## config.mk

```make
export PLATFORM = sky130hd
export DESIGN_NAME = aperture_remap
export DESIGN_NICKNAME = d
export VERILOG_FILES = /design/src/rtl/aprm_pkg.sv /design/src/rtl/aprm_rst_sync.sv /design/src/rtl/aprm_regs.sv /design/src/rtl/aprm_lookup.sv /design/src/rtl/aperture_remap.sv
export SDC_FILE = /design/constraint.sdc
export NUM_CORES = 1
export LEC_CHECK = 0
export ABC_CLOCK_PERIOD_IN_PS = 8600
export CORE_UTILIZATION = 64
export CTS_CLUSTER_SIZE = 16
export DETAILED_ROUTE_END_ITERATION = 6
export DONT_BUFFER_PORTS = 1
export GPL_TIMING_DRIVEN = 0
export PLACE_DENSITY = 0.8
export SLEW_MARGIN = 20
export SYNTH_ARGS = -nofsm -noshare
export SYNTH_HDL_FRONTEND = slang
export SYNTH_SLANG_ARGS = --single-unit
export TNS_END_PERCENT = 1
```

## constraint.sdc

```tcl
create_clock -name clk -period 8.6 [get_ports clk]
set_input_delay 1.72 -clock clk [delete_from_list [all_inputs] [get_ports clk]]
set_output_delay 1.72 -clock clk [all_outputs]
set_load 0.05 [all_outputs]
```

## src/rtl/aprm_pkg.sv

```systemverilog
package aprm_pkg;
  localparam int APRM_ADDR_W = 32;
  localparam int APRM_FLD_W  = 4;
  localparam int APRM_DATA_W = 32;
  localparam int APRM_CFG_AW = 5;

  // word index of register groups, given the number of words per table
  function automatic int sel_base(input int words);
    return 0;
  endfunction
  function automatic int off_base(input int words);
    return words;
  endfunction
  function automatic int upd_idx(input int words);
    return 2 * words;
  endfunction
  function automatic int sts_idx(input int words);
    return 2 * words + 1;
  endfunction
endpackage

```

## src/rtl/aprm_rst_sync.sv

```systemverilog
module aprm_rst_sync (
  input  logic clk,
  input  logic rst_n,
  output logic rst_sync_n
);
  logic [1:0] stage_q;

  always_ff @(posedge clk or negedge rst_n) begin
    if (!rst_n) stage_q <= 2'b00;
    else        stage_q <= {stage_q[0], 1'b1};
  end

  assign rst_sync_n = stage_q[1];
endmodule

```

## src/rtl/aprm_regs.sv

```systemverilog
module aprm_regs
  import aprm_pkg::*;
#(
  parameter int FLD_W  = APRM_FLD_W,
  parameter int DATA_W = APRM_DATA_W,
  parameter int CFG_AW = APRM_CFG_AW
) (
  input  logic                          clk,
  input  logic                          rst_n,
  input  logic                          cfg_en,
  input  logic                          cfg_we,
  input  logic [CFG_AW-1:0]             cfg_addr,
  input  logic [DATA_W-1:0]             cfg_wdata,
  output logic [DATA_W-1:0]             cfg_rdata,
  output logic [(1<<FLD_W)*FLD_W-1:0]   act_sel,
  output logic [(1<<FLD_W)*FLD_W-1:0]   act_off
);
  localparam int NUM_APER = 1 << FLD_W;
  localparam int TBL_W    = NUM_APER * FLD_W;
  localparam int WORDS    = TBL_W / DATA_W;
  localparam int WIDX_W   = CFG_AW - 2;
  localparam logic [WIDX_W-1:0] UPD_W = WIDX_W'(upd_idx(WORDS));
  localparam logic [WIDX_W-1:0] STS_W = WIDX_W'(sts_idx(WORDS));

  logic [TBL_W-1:0] shd_sel_q, shd_sel_d, shd_off_q, shd_off_d;
  logic [TBL_W-1:0] act_sel_q, act_off_q;
  logic [WIDX_W-1:0] widx;
  logic aligned, wr_en, rd_en, commit, pending;

  assign widx    = cfg_addr[CFG_AW-1:2];
  assign aligned = (cfg_addr[1:0] == 2'b00);
  assign wr_en   = cfg_en & cfg_we & aligned;
  assign rd_en   = cfg_en & ~cfg_we & aligned;
  assign commit  = wr_en & (widx == UPD_W) & cfg_wdata[0];
  assign pending = (shd_sel_q != act_sel_q) | (shd_off_q != act_off_q);

  // next-state of the shadow table
  always_comb begin
    shd_sel_d = shd_sel_q;
    shd_off_d = shd_off_q;
    for (int k = 0; k < WORDS; k++) begin
      if (wr_en && widx == WIDX_W'(sel_base(WORDS) + k))
        shd_sel_d[k*DATA_W +: DATA_W] = cfg_wdata;
      if (wr_en && widx == WIDX_W'(off_base(WORDS) + k))
        shd_off_d[k*DATA_W +: DATA_W] = cfg_wdata;
    end
  end

  always_ff @(posedge clk or negedge rst_n) begin
    if (!rst_n) begin
      shd_sel_q <= '0;
      shd_off_q <= '0;
    end else if (wr_en) begin
      shd_sel_q <= shd_sel_d;
      shd_off_q <= shd_off_d;
    end
  end

  always_ff @(posedge clk or negedge rst_n) begin
    if (!rst_n) begin
      act_sel_q <= '0;
      act_off_q <= '0;
    end else if (commit) begin
      act_sel_q <= shd_sel_q;
      act_off_q <= shd_off_q;
    end
  end

  // read mux: shadow words, status word, zero elsewhere
  always_comb begin
    cfg_rdata = '0;
    if (rd_en) begin
      for (int k = 0; k < WORDS; k++) begin
        if (widx == WIDX_W'(sel_base(WORDS) + k)) cfg_rdata = shd_sel_q[k*DATA_W +: DATA_W];
        if (widx == WIDX_W'(off_base(WORDS) + k)) cfg_rdata = shd_off_q[k*DATA_W +: DATA_W];
      end
      if (widx == STS_W) cfg_rdata = DATA_W'(pending);
    end
  end

  assign act_sel = act_sel_q;
  assign act_off = act_off_q;

  // the active map only moves on a commit
  p_active_hold_r5: assert property (@(posedge clk) disable iff (!rst_n)
    !commit |=> ($stable(act_sel_q) && $stable(act_off_q)));
  // after a commit both copies agree
  p_commit_clean_r6: assert property (@(posedge clk) disable iff (!rst_n)
    commit |=> !pending);
  // reads leave the shadow table alone
  p_read_no_effect_r7: assert property (@(posedge clk) disable iff (!rst_n)
    (cfg_en && !cfg_we) |=> ($stable(shd_sel_q) && $stable(shd_off_q)));
  // status write changes nothing
  p_status_wr_ignored_r8: assert property (@(posedge clk) disable iff (!rst_n)
    (wr_en && widx == STS_W) |=> ($stable(shd_sel_q) && $stable(act_sel_q)));
endmodule

```

## src/rtl/aprm_lookup.sv

```systemverilog
module aprm_lookup
  import aprm_pkg::*;
#(
  parameter int ADDR_W = APRM_ADDR_W,
  parameter int FLD_W  = APRM_FLD_W
) (
  input  logic                        in_valid,
  input  logic [ADDR_W-1:0]           in_addr,
  input  logic [(1<<FLD_W)*FLD_W-1:0] act_sel,
  input  logic [(1<<FLD_W)*FLD_W-1:0] act_off,
  output logic                        out_valid,
  output logic [FLD_W-1:0]            out_slave,
  output logic [ADDR_W-1:0]           out_addr,
  output logic                        decode_err
);
  localparam int NUM_APER = 1 << FLD_W;
  localparam int LOW_W    = ADDR_W - FLD_W;

  logic [FLD_W-1:0] aper;
  logic [FLD_W-1:0] sel_mux [NUM_APER];
  logic [FLD_W-1:0] off_mux [NUM_APER];
  logic [FLD_W-1:0] tgt;

  assign aper = in_addr[ADDR_W-1 -: FLD_W];

  for (genvar g = 0; g < NUM_APER; g++) begin : g_unpack
    assign sel_mux[g] = act_sel[g*FLD_W +: FLD_W];
    assign off_mux[g] = act_off[g*FLD_W +: FLD_W];
  end

  assign out_slave  = sel_mux[aper];
  assign tgt        = off_mux[aper];
  assign out_addr   = {tgt, in_addr[LOW_W-1:0]};
  assign out_valid  = in_valid & (out_slave != '0);
  assign decode_err = in_valid & (out_slave == '0);
endmodule

```

## src/rtl/aperture_remap.sv

```systemverilog
module aperture_remap
  import aprm_pkg::*;
#(
  parameter int ADDR_W = APRM_ADDR_W,
  parameter int FLD_W  = APRM_FLD_W,
  parameter int DATA_W = APRM_DATA_W,
  parameter int CFG_AW = APRM_CFG_AW
) (
  input  logic              clk,
  input  logic              rst_n,
  input  logic              cfg_en,
  input  logic              cfg_we,
  input  logic [CFG_AW-1:0] cfg_addr,
  input  logic [DATA_W-1:0] cfg_wdata,
  output logic [DATA_W-1:0] cfg_rdata,
  input  logic              in_valid,
  input  logic [ADDR_W-1:0] in_addr,
  output logic              out_valid,
  output logic [FLD_W-1:0]  out_slave,
  output logic [ADDR_W-1:0] out_addr,
  output logic              decode_err
);
  localparam int TBL_W = (1 << FLD_W) * FLD_W;

  logic             rst_sync_n;
  logic [TBL_W-1:0] act_sel, act_off;

  aprm_rst_sync u_rst (
    .clk        (clk),
    .rst_n      (rst_n),
    .rst_sync_n (rst_sync_n)
  );

  aprm_regs #(.FLD_W(FLD_W), .DATA_W(DATA_W), .CFG_AW(CFG_AW)) u_regs (
    .clk       (clk),
    .rst_n     (rst_sync_n),
    .cfg_en    (cfg_en),
    .cfg_we    (cfg_we),
    .cfg_addr  (cfg_addr),
    .cfg_wdata (cfg_wdata),
    .cfg_rdata (cfg_rdata),
    .act_sel   (act_sel),
    .act_off   (act_off)
  );

  aprm_lookup #(.ADDR_W(ADDR_W), .FLD_W(FLD_W)) u_lookup (
    .in_valid   (in_valid),
    .in_addr    (in_addr),
    .act_sel    (act_sel),
    .act_off    (act_off),
    .out_valid  (out_valid),
    .out_slave  (out_slave),
    .out_addr   (out_addr),
    .decode_err (decode_err)
  );

  // routed and error never together
  p_err_excl_r3: assert property (@(posedge clk) disable iff (!rst_sync_n)
    !(out_valid && decode_err));
  // every valid lookup resolves to exactly one outcome
  p_one_outcome_r2: assert property (@(posedge clk) disable iff (!rst_sync_n)
    in_valid |-> (out_valid || decode_err));
  // low address bits pass through untouched
  p_low_bits_r1: assert property (@(posedge clk) disable iff (!rst_sync_n)
    out_addr[ADDR_W-FLD_W-1:0] == in_addr[ADDR_W-FLD_W-1:0]);
endmodule

```

# Word level (Yosys, flattened, before mapping)
# Cells that the tools add are included.
# op_classes
order_cmp,1
eq_ne,7
mux,12
bitwise,11
n_reduce_logical,12
# ops
operator,n
32-bit two-way mux,6
64-bit inequality test,2
4-bit binary-select mux with 4-bit select,2
4-bit two-way mux,4
1-bit AND,8
2-bit AND reduction,4
"3-bit by 2-bit equality test with 1-bit output, second input constant",2
"3-bit equality test, second input constant",2
"5-bit greater-or-equal comparator, second input constant",1
4-bit inverter with 5-bit output,1
1-bit logical AND,4
4-bit zero test,1
4-bit nonzero test,1
"3-bit by 1-bit equality test with 1-bit output, second input constant",1
3-bit zero test,1
2-bit zero test,1
1-bit inverter,1
1-bit bitwise OR,1
# totals
reg_bits,258
in_bits,74
elab_cells,50

# Longest topological paths before layout
# Gate-level depths: netlist (run 1).
# logic_depth
depth_word,7
mapped_depth,7
ltp_nobuf,6

# Cells and area by module
# Synthesis (run 1) repeated with hierarchy kept, for this count alone.
# unflattened
cells_unflattened,995
area_unflattened_um2,13335.3
# modules_own_cells
module,n_inst,cells_each,area_each_um2,seq_area_each_um2
aprm_regs,1,897,11980.2,6406.1
aprm_lookup,1,95,1301.2,0.0
aprm_rst_sync,1,3,53.8,50.0

# Least setup slack after synthesis (run 1)
# Ideal clock, no wire load.
# synth_timing
path_kind,input to output
start,in in_addr[28]
end,out decode_err
arrival_time_ns,3.760
t_required_ns,6.880
path_slack_ns,3.120
cell_stages,7
path_buffers,2
path_cell_list,buf_6 buf_12 mux4_1 a22oi_1 nand2_1 nor4_2 and2_1
# synth_between
elab_chain_len,6
# synth_rtl
element,line,rtl
"start, declared",aperture_remap.sv:17,"input logic [ADDR_W-1:0] in_addr,"
4-bit inverter with 5-bit output (not written as such),aprm_lookup.sv:31,assign out_slave = sel_mux[aper];
4-bit binary-select mux with 4-bit select,aprm_lookup.sv:31,
4-bit two-way mux (not written as such) (2 in series),aprm_lookup.sv:31,
net out_slave[0],aperture_remap.sv:19,"output logic [FLD_W-1:0] out_slave,"
4-bit zero test,aprm_lookup.sv:35,assign decode_err = in_valid & (out_slave == '0);
1-bit AND,aprm_lookup.sv:35,
"end, declared",aperture_remap.sv:21,output logic decode_err
# The timed path passes the listed nets, and every way through them passes these cells. The select of a mux whose other input is x is not followed.

# Final worst setup path (run 1)
# layout_timing
start,in cfg_addr[2]
end,out cfg_rdata[12]
# layout_between
elab_chain_len,7
# layout_rtl
element,line,rtl
"start, declared",aperture_remap.sv:13,"input logic [CFG_AW-1:0] cfg_addr,"
3-bit zero test,aprm_regs.sv:74,if (widx == WIDX_W'(sel_base(WORDS) + k)) cfg_rdata = shd_sel_q[k*DATA_W +: DATA_W];
32-bit two-way mux,aprm_regs.sv:74,
32-bit two-way mux,aprm_regs.sv:75,if (widx == WIDX_W'(off_base(WORDS) + k)) cfg_rdata = shd_off_q[k*DATA_W +: DATA_W];
32-bit two-way mux,aprm_regs.sv:74,
32-bit two-way mux,aprm_regs.sv:75,
32-bit two-way mux (*),aprm_regs.sv:77,if (widx == STS_W) cfg_rdata = DATA_W'(pending);
32-bit two-way mux (*),aprm_regs.sv:72,if (rd_en) begin
"end, declared",aperture_remap.sv:15,"output logic [DATA_W-1:0] cfg_rdata,"
# Every way passes the cells marked *; elsewhere a longest branch is shown, timed or not.

==> results of run 1 <==
sequential cells by signal, indices dropped and copies added, names as in the netlist:
signal,count
u_regs.act_sel,64
u_regs.shd_off_q,64
u_regs.act_off,64
u_regs.shd_sel_q,64
u_rst.stage_q,2
placed cells by master, fill, tap and decap left out, types with 3 or more instances in the layout:
cell type  synthesis  final
buf_4             29     29
mux4_1             6      6
nor2_1             6      6
nor4_1            30     30
buf_16             0      4
clkinv_2           0      3
nand2_1            5      5
bufinv_16          0      3
nor2b_1           35     35
clkbuf_16          0     27
mux2_2           257    257
clkbuf_8           0      7
dfrtp_1          258    257
clkbuf_1           9     16
xor2_1           112    112
xnor2_1           16     16
buf_2             29     29
buf_1              4      4
nand2b_1           3      3
mux4_2            61     61
nand4_1           12     12
a22oi_1            8      8
metal layers:
layer	routed length [um]	share of wire [%]	vias to the layer above	track usage (%)
li1	-	-	3338	-
met1	15000	39	4341	49.7
met2	17900	47	365	58.3
met3	3090	8.1	102	9.81
met4	2110	5.5	2	18.2
met5	99	0.26	-	3.18
power by group through the flow:
stage               logic (uW)  registers, uW  clock network [uW]
detailed placement         420           1480                   0
global route               451           1470                1250
CTS                        425           1460                1200
floorplan                  306           1430                   0
global placement           385           1490                   0
finish                     427           1460                1200
worst paths after layout:
kind | startpoint | end | slack (ps)
max in group asynchronous | u_rst.stage_q[1] | u_regs.shd_sel_q[48] | 7360
min in group clk | u_rst.stage_q[0] | u_rst.stage_q[1] | 360
max | cfg_addr[2] | cfg_rdata[12] | 2620
min reg2reg | u_rst.stage_q[1] | u_regs.act_off[8] | 260
max reg2reg | u_rst.stage_q[1] | u_regs.shd_sel_q[48] | 7360
min | u_rst.stage_q[1] | u_regs.act_off[8] | 260
layout make-up:
class                      count  area [um^2]  share of cell area, %
tap                          270          338                   2.33
timing repair buffer           4          110                  0.758
antenna                        1         2.50                 0.0172
multi-input combinational    565         6250                   43.0
clock buffer                  41          798                   5.50
sequential                   258         6460                   44.5
buffer                        74          454                   3.13
clock inverter                 6          105                  0.724
metrics by stage:
step | total power, uW | instances | instance area, um^2
floorplan | 1730 | 897 | 13200
detailed placement | 1900 | 1171 | 13600
CTS | 3080 | 1218 | 14500
finish | 3090 | 1219 | 14500
global placement | 1870 | 1167 | 13500
global route | 3180 | 1219 | 14500
kinds of logic after synthesis:
| kind of cell | count (synthesis) | synth area share [%] |
|---|---|---|
| xor gates and xnor gates | 128 | 8.52 |
| muxes | 324 | 33.6 |
| other | 1 | 0.0285 |
| DFF | 258 | 49.1 |
| buffers and inverters | 74 | 3.45 |
| and+or+nand+nor | 101 | 4.67 |
| AOI/OAI and AO/OA | 11 | 0.637 |
==> metrics.md, run 1 <==
| Metric | Value |
|---|---|
| Setup Fix Bufs, Post-CTS | `0` |
| Max-Cap Viols | `0` |
| RSZ-0062 raised after global routing | `false` |
| Die width | `145 um` |
| Final nets | `1004` |
| Syn_area_per_cell | `14.7 um^2` |
| Syn. warnings | `0` |
| CP peak stage delay | `890 ps` |
| Initial DRC Count | `566` |
| # DRC | `0` |
| Most common cell in the netlist | `dfrtp_1` |
| Setup TNS | `0 ps` |
| Top cells by area, synth | `dfrtp_1, mux2_2, mux4_2` |
| Worst slew pin tran | `1190 ps` |
| Dpl hpwl | `28.6 mm` |
| Clock skew | `11.4 ps` |
| Layout cells sized above 1 | `45.1%` |
| Sequential share of power | `47.4%` |
| Inserted Clock Buffers | `27` |
| Cell internal pwr | `2240 uW` |
| Sw frac | `27.4%` |
| Bufs and invs on worst path | `2` |
| Post-cts sizing count | `0` |
| Hold Slack | `259 ps` |
| Mapped cell area | `0.0132 mm^2` |
| Sink Count | `258` |
| Gate power share | `13.8%` |
| Longest Clk Path Bufs | `3` |
| # H-tree levels | `1` |
| Gr usage total | `37.6%` |
| Cells after Synth | `897` |
| CP Launch Type | `primary input` |
| Crit-path most repeated cell | `clkbuf_1` |
| Stages on the worst setup path | `4` |
| Most used DFF post-synth | `dfrtp_1` |
| Crit path max-delay family | `buffers and inverters` |
| Gr ovfl total | `0` |
| Final Hold Fails | `0` |
| Largest fanout on the critical path | `10` |
| Sw Pwr | `846 uW` |
| WP data arrival | `4260 ps` |
| Max Freq | `0.167 GHz` |
| Vias in the first global route | `8746` |
| FF+latch count, synth | `258` |
| DP Worst Slack | `2700 ps` |
| CP Cell Sequence | `clkbuf_1 > clkbuf_1 > mux4_2 > nor2b_1` |
| Register-to-Register Path Depth | `2` |
| Gpl congestion | `0.965` |
| Clock transition at path regs | `60 ps` |
| HP Class | `reg2async` |
| Minimum clock period after layout | `5980 ps` |
| Leak | `0.00728 uW` |
| Synthesis-to-layout area growth | `10.3%` |
| Worst Setup End Kind | `primary output` |
| Area leader, netlist | `dfrtp_1` |
| Rows | `52` |
| # IOs | `144` |
| Type of the worst setup path | `in2out` |
| DR WL/cell | `31.3 um` |
| Total die area | `0.0211 mm^2` |
| Final core utilization | `72.0%` |
| Port bufs | `0` |
| Core box area | `0.0202 mm^2` |
| Crit path required time | `6880 ps` |
| Vias per cell | `6.68` |
| Count of different cell masters after synthesis | `30` |
| VDD IR max | `0.177 mV` |
| Largest net degree at the start of global routing | `64` |
| Pwr Density | `213 mW/mm^2` |
| Insertion delay to the later sink of the worst-skew pair | `540 ps` |
| Critical-path top delay cell | `clkbuf_1` |
| Total wire length | `38.2 mm` |
| Synth top area share | `49.1%` |
| Clock root buffer master | `clkbuf_16` |
| Async S/R FF share, synth | `100%` |
| Period utilization | `69.5%` |
| Top cells by count, synth | `dfrtp_1, mux2_2, xor2_1, mux4_2, nor2b_1` |
| First-pass DRT Iterations | `5` |
| Starting density of the core | `65.2%` |
| Clock share of power | `38.8%` |
| Final setup viols | `0` |
| Register area share after synthesis | `49.1%` |
| Initial antenna violation count | `2` |
| Rel. slew slack | `20.8%` |
| Post-synth EDFFs | `0` |
| Post-Syn Nets | `971` |
| Max Slew Vio Count | `0` |
| Final WS setup | `2620 ps` |
| Detail Route Antenna Nets | `0` |
| Status | `finished, final reports clean` |
| Fillers | `1386` |
| CTS tree | `yes` |
| First-pass GRT wire length | `56.8 mm` |
| Vias after detailed routing | `8148` |
| Count of hold-fix buffers inserted at cts | `0` |
| Die Y | `145 um` |
Power figures use the tool's default switching activity.
==> inputs of run 2 (changes only) <==
Settings changed: ABC_CLOCK_PERIOD_IN_PS 8600 to 4940, CORE_UTILIZATION 64 to 58, PLACE_DENSITY 0.8 to 0.76.
Clock period 8.6 ns to 4.94 ns, I/O delays scaled along.
==> run 2 against run 1 <==
  * The run now ends with design-rule violations left
  * Worst hold slack got worse by 130 ps
  * Cell area rose by 0.11%
  * Clock skew rose by 11 ps
  * Clock-buffer cell count rose by 1
  * Critical path depth rose by 2
  * Wire length fell by 6.8%
  * Sequential share of layout area barely moved
  * Largest power group unchanged
  * Highest routed layer is now met4
==> metrics.md, run 2 (synthesis results as in run 1) <==
| Metric | Value |
|---|---|
| # H-tree levels | `1` |
| Gr ovfl total | `0` |
| First-pass DRT Iterations | `7` |
| Met2 usage | `48.8%` |
| Largest net degree at the start of global routing | `54` |
| Footprint of the multi-input gates | `0.00625 mm^2` |
| Die Y | `153 um` |
| Layout cells sized above 1 | `45.3%` |
| Count of hold-fix buffers inserted at cts | `0` |
| Rows | `54` |
| FF-to-FF End | `u_regs.shd_sel_q[18]` |
| Post-cts sizing count | `0` |
| Final nets | `1006` |
| Worst slew pin tran | `1100 ps` |
| Initial DRC Count | `571` |
| Gpl congestion | `0.977` |
| Most frequent cells in the layout | `mux2_2, dfrtp_1, xor2_1, mux4_2, nor2b_1` |
| Clock root buffer master | `clkbuf_16` |
| Clock transition at path regs | `50 ps` |
| Vias after detailed routing | `8027` |
| Max-Cap Viols | `0` |
| Dpl hpwl | `27.1 mm` |
| Reg2reg setup slack | `3460 ps` |
| Final Hold Fails | `0` |
| Vias per cell | `6.52` |
| Setup Fix Bufs, Post-CTS | `0` |
| Max Slew Vio Count | `0` |
| Failing checks | `design-rule violations` |
| Total die area | `0.0233 mm^2` |
| Total wire length | `35.6 mm` |
| CP Launch Type | `primary input` |
| # IOs | `144` |
| CTS tree | `yes` |
| Design Area, Final | `0.0145 mm^2` |
| Sequential cell area | `0.00646 mm^2` |
| Port bufs | `0` |
| Register-to-Register Path Depth | `3` |
| Type of the worst setup path | `in2out` |
| # DRC | `9` |
| # diodes | `0` |
| Sink Count | `258` |
| Final setup viols | `0` |
| Largest fanout on the critical path | `10` |
| Worst Setup End Kind | `primary output` |
| Synthesis-to-layout area growth | `10.4%` |
| WP data arrival | `3560 ps` |
| Starting density of the core | `59.7%` |
| Vias in the first global route | `8283` |
| Met1 usage | `45.0%` |
| Post-route insts no fill | `1232` |
| Met3 usage | `7.51%` |
| GR peak layer | `met2` |
| Status | `finished with violations` |
| First-pass GRT wire length | `53.4 mm` |
| Inserted Clock Buffers | `28` |
| Crit path required time | `3950 ps` |
| HP Class | `in2async` |
| Leak | `0.00728 uW` |
| Die width | `153 um` |
| Placed Cells | `1182` |
| Pwr Density | `365 mW/mm^2` |
| Rel. slew slack | `26.6%` |
| Period utilization | `92.0%` |
| Minimum clock period after layout | `4540 ps` |
| Insertion delay to the later sink of the worst-skew pair | `560 ps` |
| Core box area | `0.0220 mm^2` |
| Initial antenna violation count | `1` |
| DR WL/cell | `28.9 um` |
| Max Freq | `0.220 GHz` |
| VDD IR max | `0.264 mV` |
| Reg-to-reg critical path startpoint | `u_rst.stage_q[1]` |
| Clock skew | `22.8 ps` |
| Post-place instance area | `0.0136 mm^2` |
| Longest Clk Path Bufs | `3` |
| Fillers | `1613` |
| Gr usage total | `31.6%` |
| RSZ-0062 raised after global routing | `false` |
| Detail Route Antenna Nets | `0` |
[run 2: cell types whose count changed in the layout (fill, tap and decap cells not counted), sizes merged]
cell    before  now
clkbuf      50   51
diode        1    0
bufinv       3    1
buf         69   70
clkinv       3    7
[run 2: routing by layer]
metal	vias to the layer above	share of wire [%]
met2	384	46
li1	3345	-
met4	0	3.0
met5	-	0
met3	75	9.5
met1	4223	41
[run 2: stage by stage]
| step | hold slack (ps) | power (uW) | utilization, % | setup slack, ps | TNS (ps) |
|---|---|---|---|---|---|
| finish | 125 | 5300 | 66.0 | 396 | 0 |
| global placement | 336 | 3260 | 61.3 | -936 | -235960 |
| floorplan | 331 | 3010 | - | 708 | 0 |
| CTS | 116 | 5310 | 66.0 | 449 | 0 |
| detailed placement | 268 | 3290 | 61.9 | 450 | 0 |
| global route | 113 | 5460 | 66.0 | 343 | 0 |
[run 2: how the worst max path moves through the flow]
stage / start / to / slack, ps / cells past startpoint
after floorplan: u_rst.stage_q[1] / u_regs.act_off[0] / 710 / 0
after global placement: u_rst.stage_q[1] / u_regs.shd_sel_q[17] / -940 / 0
final: in_addr[29] / decode_err / 400 / 6
after detailed placement: in_addr[29] / decode_err / 450 / 6
after global routing: in_addr[29] / decode_err / 340 / 6
after CTS: in_addr[29] / decode_err / 450 / 6
[run 2: final cells by class]
cell class                 instances  share of cell area (%)
clock buffer                      42                    5.60
multi-input combinational        565                    43.0
timing repair buffer               5                   0.895
sequential                       258                    44.5
tap                              280                    2.41
clock inverter                     8                   0.525
buffer                            74                    3.13
[run 2: power breakdown]
group | leakage [uW] | internal, uW | total (uW) | switching, uW
Clock | 0.000442 | 1180 | 2030 | 846
Combinational | 0.00334 | 362 | 731 | 368
Sequential | 0.00350 | 2280 | 2540 | 260
[run 2: critical path: stages]
cell	delay (ps)
buf_1	670
mux4_2	490
a22oi_1	170
nand2_1	390
nor4_2	360
and2_1	480
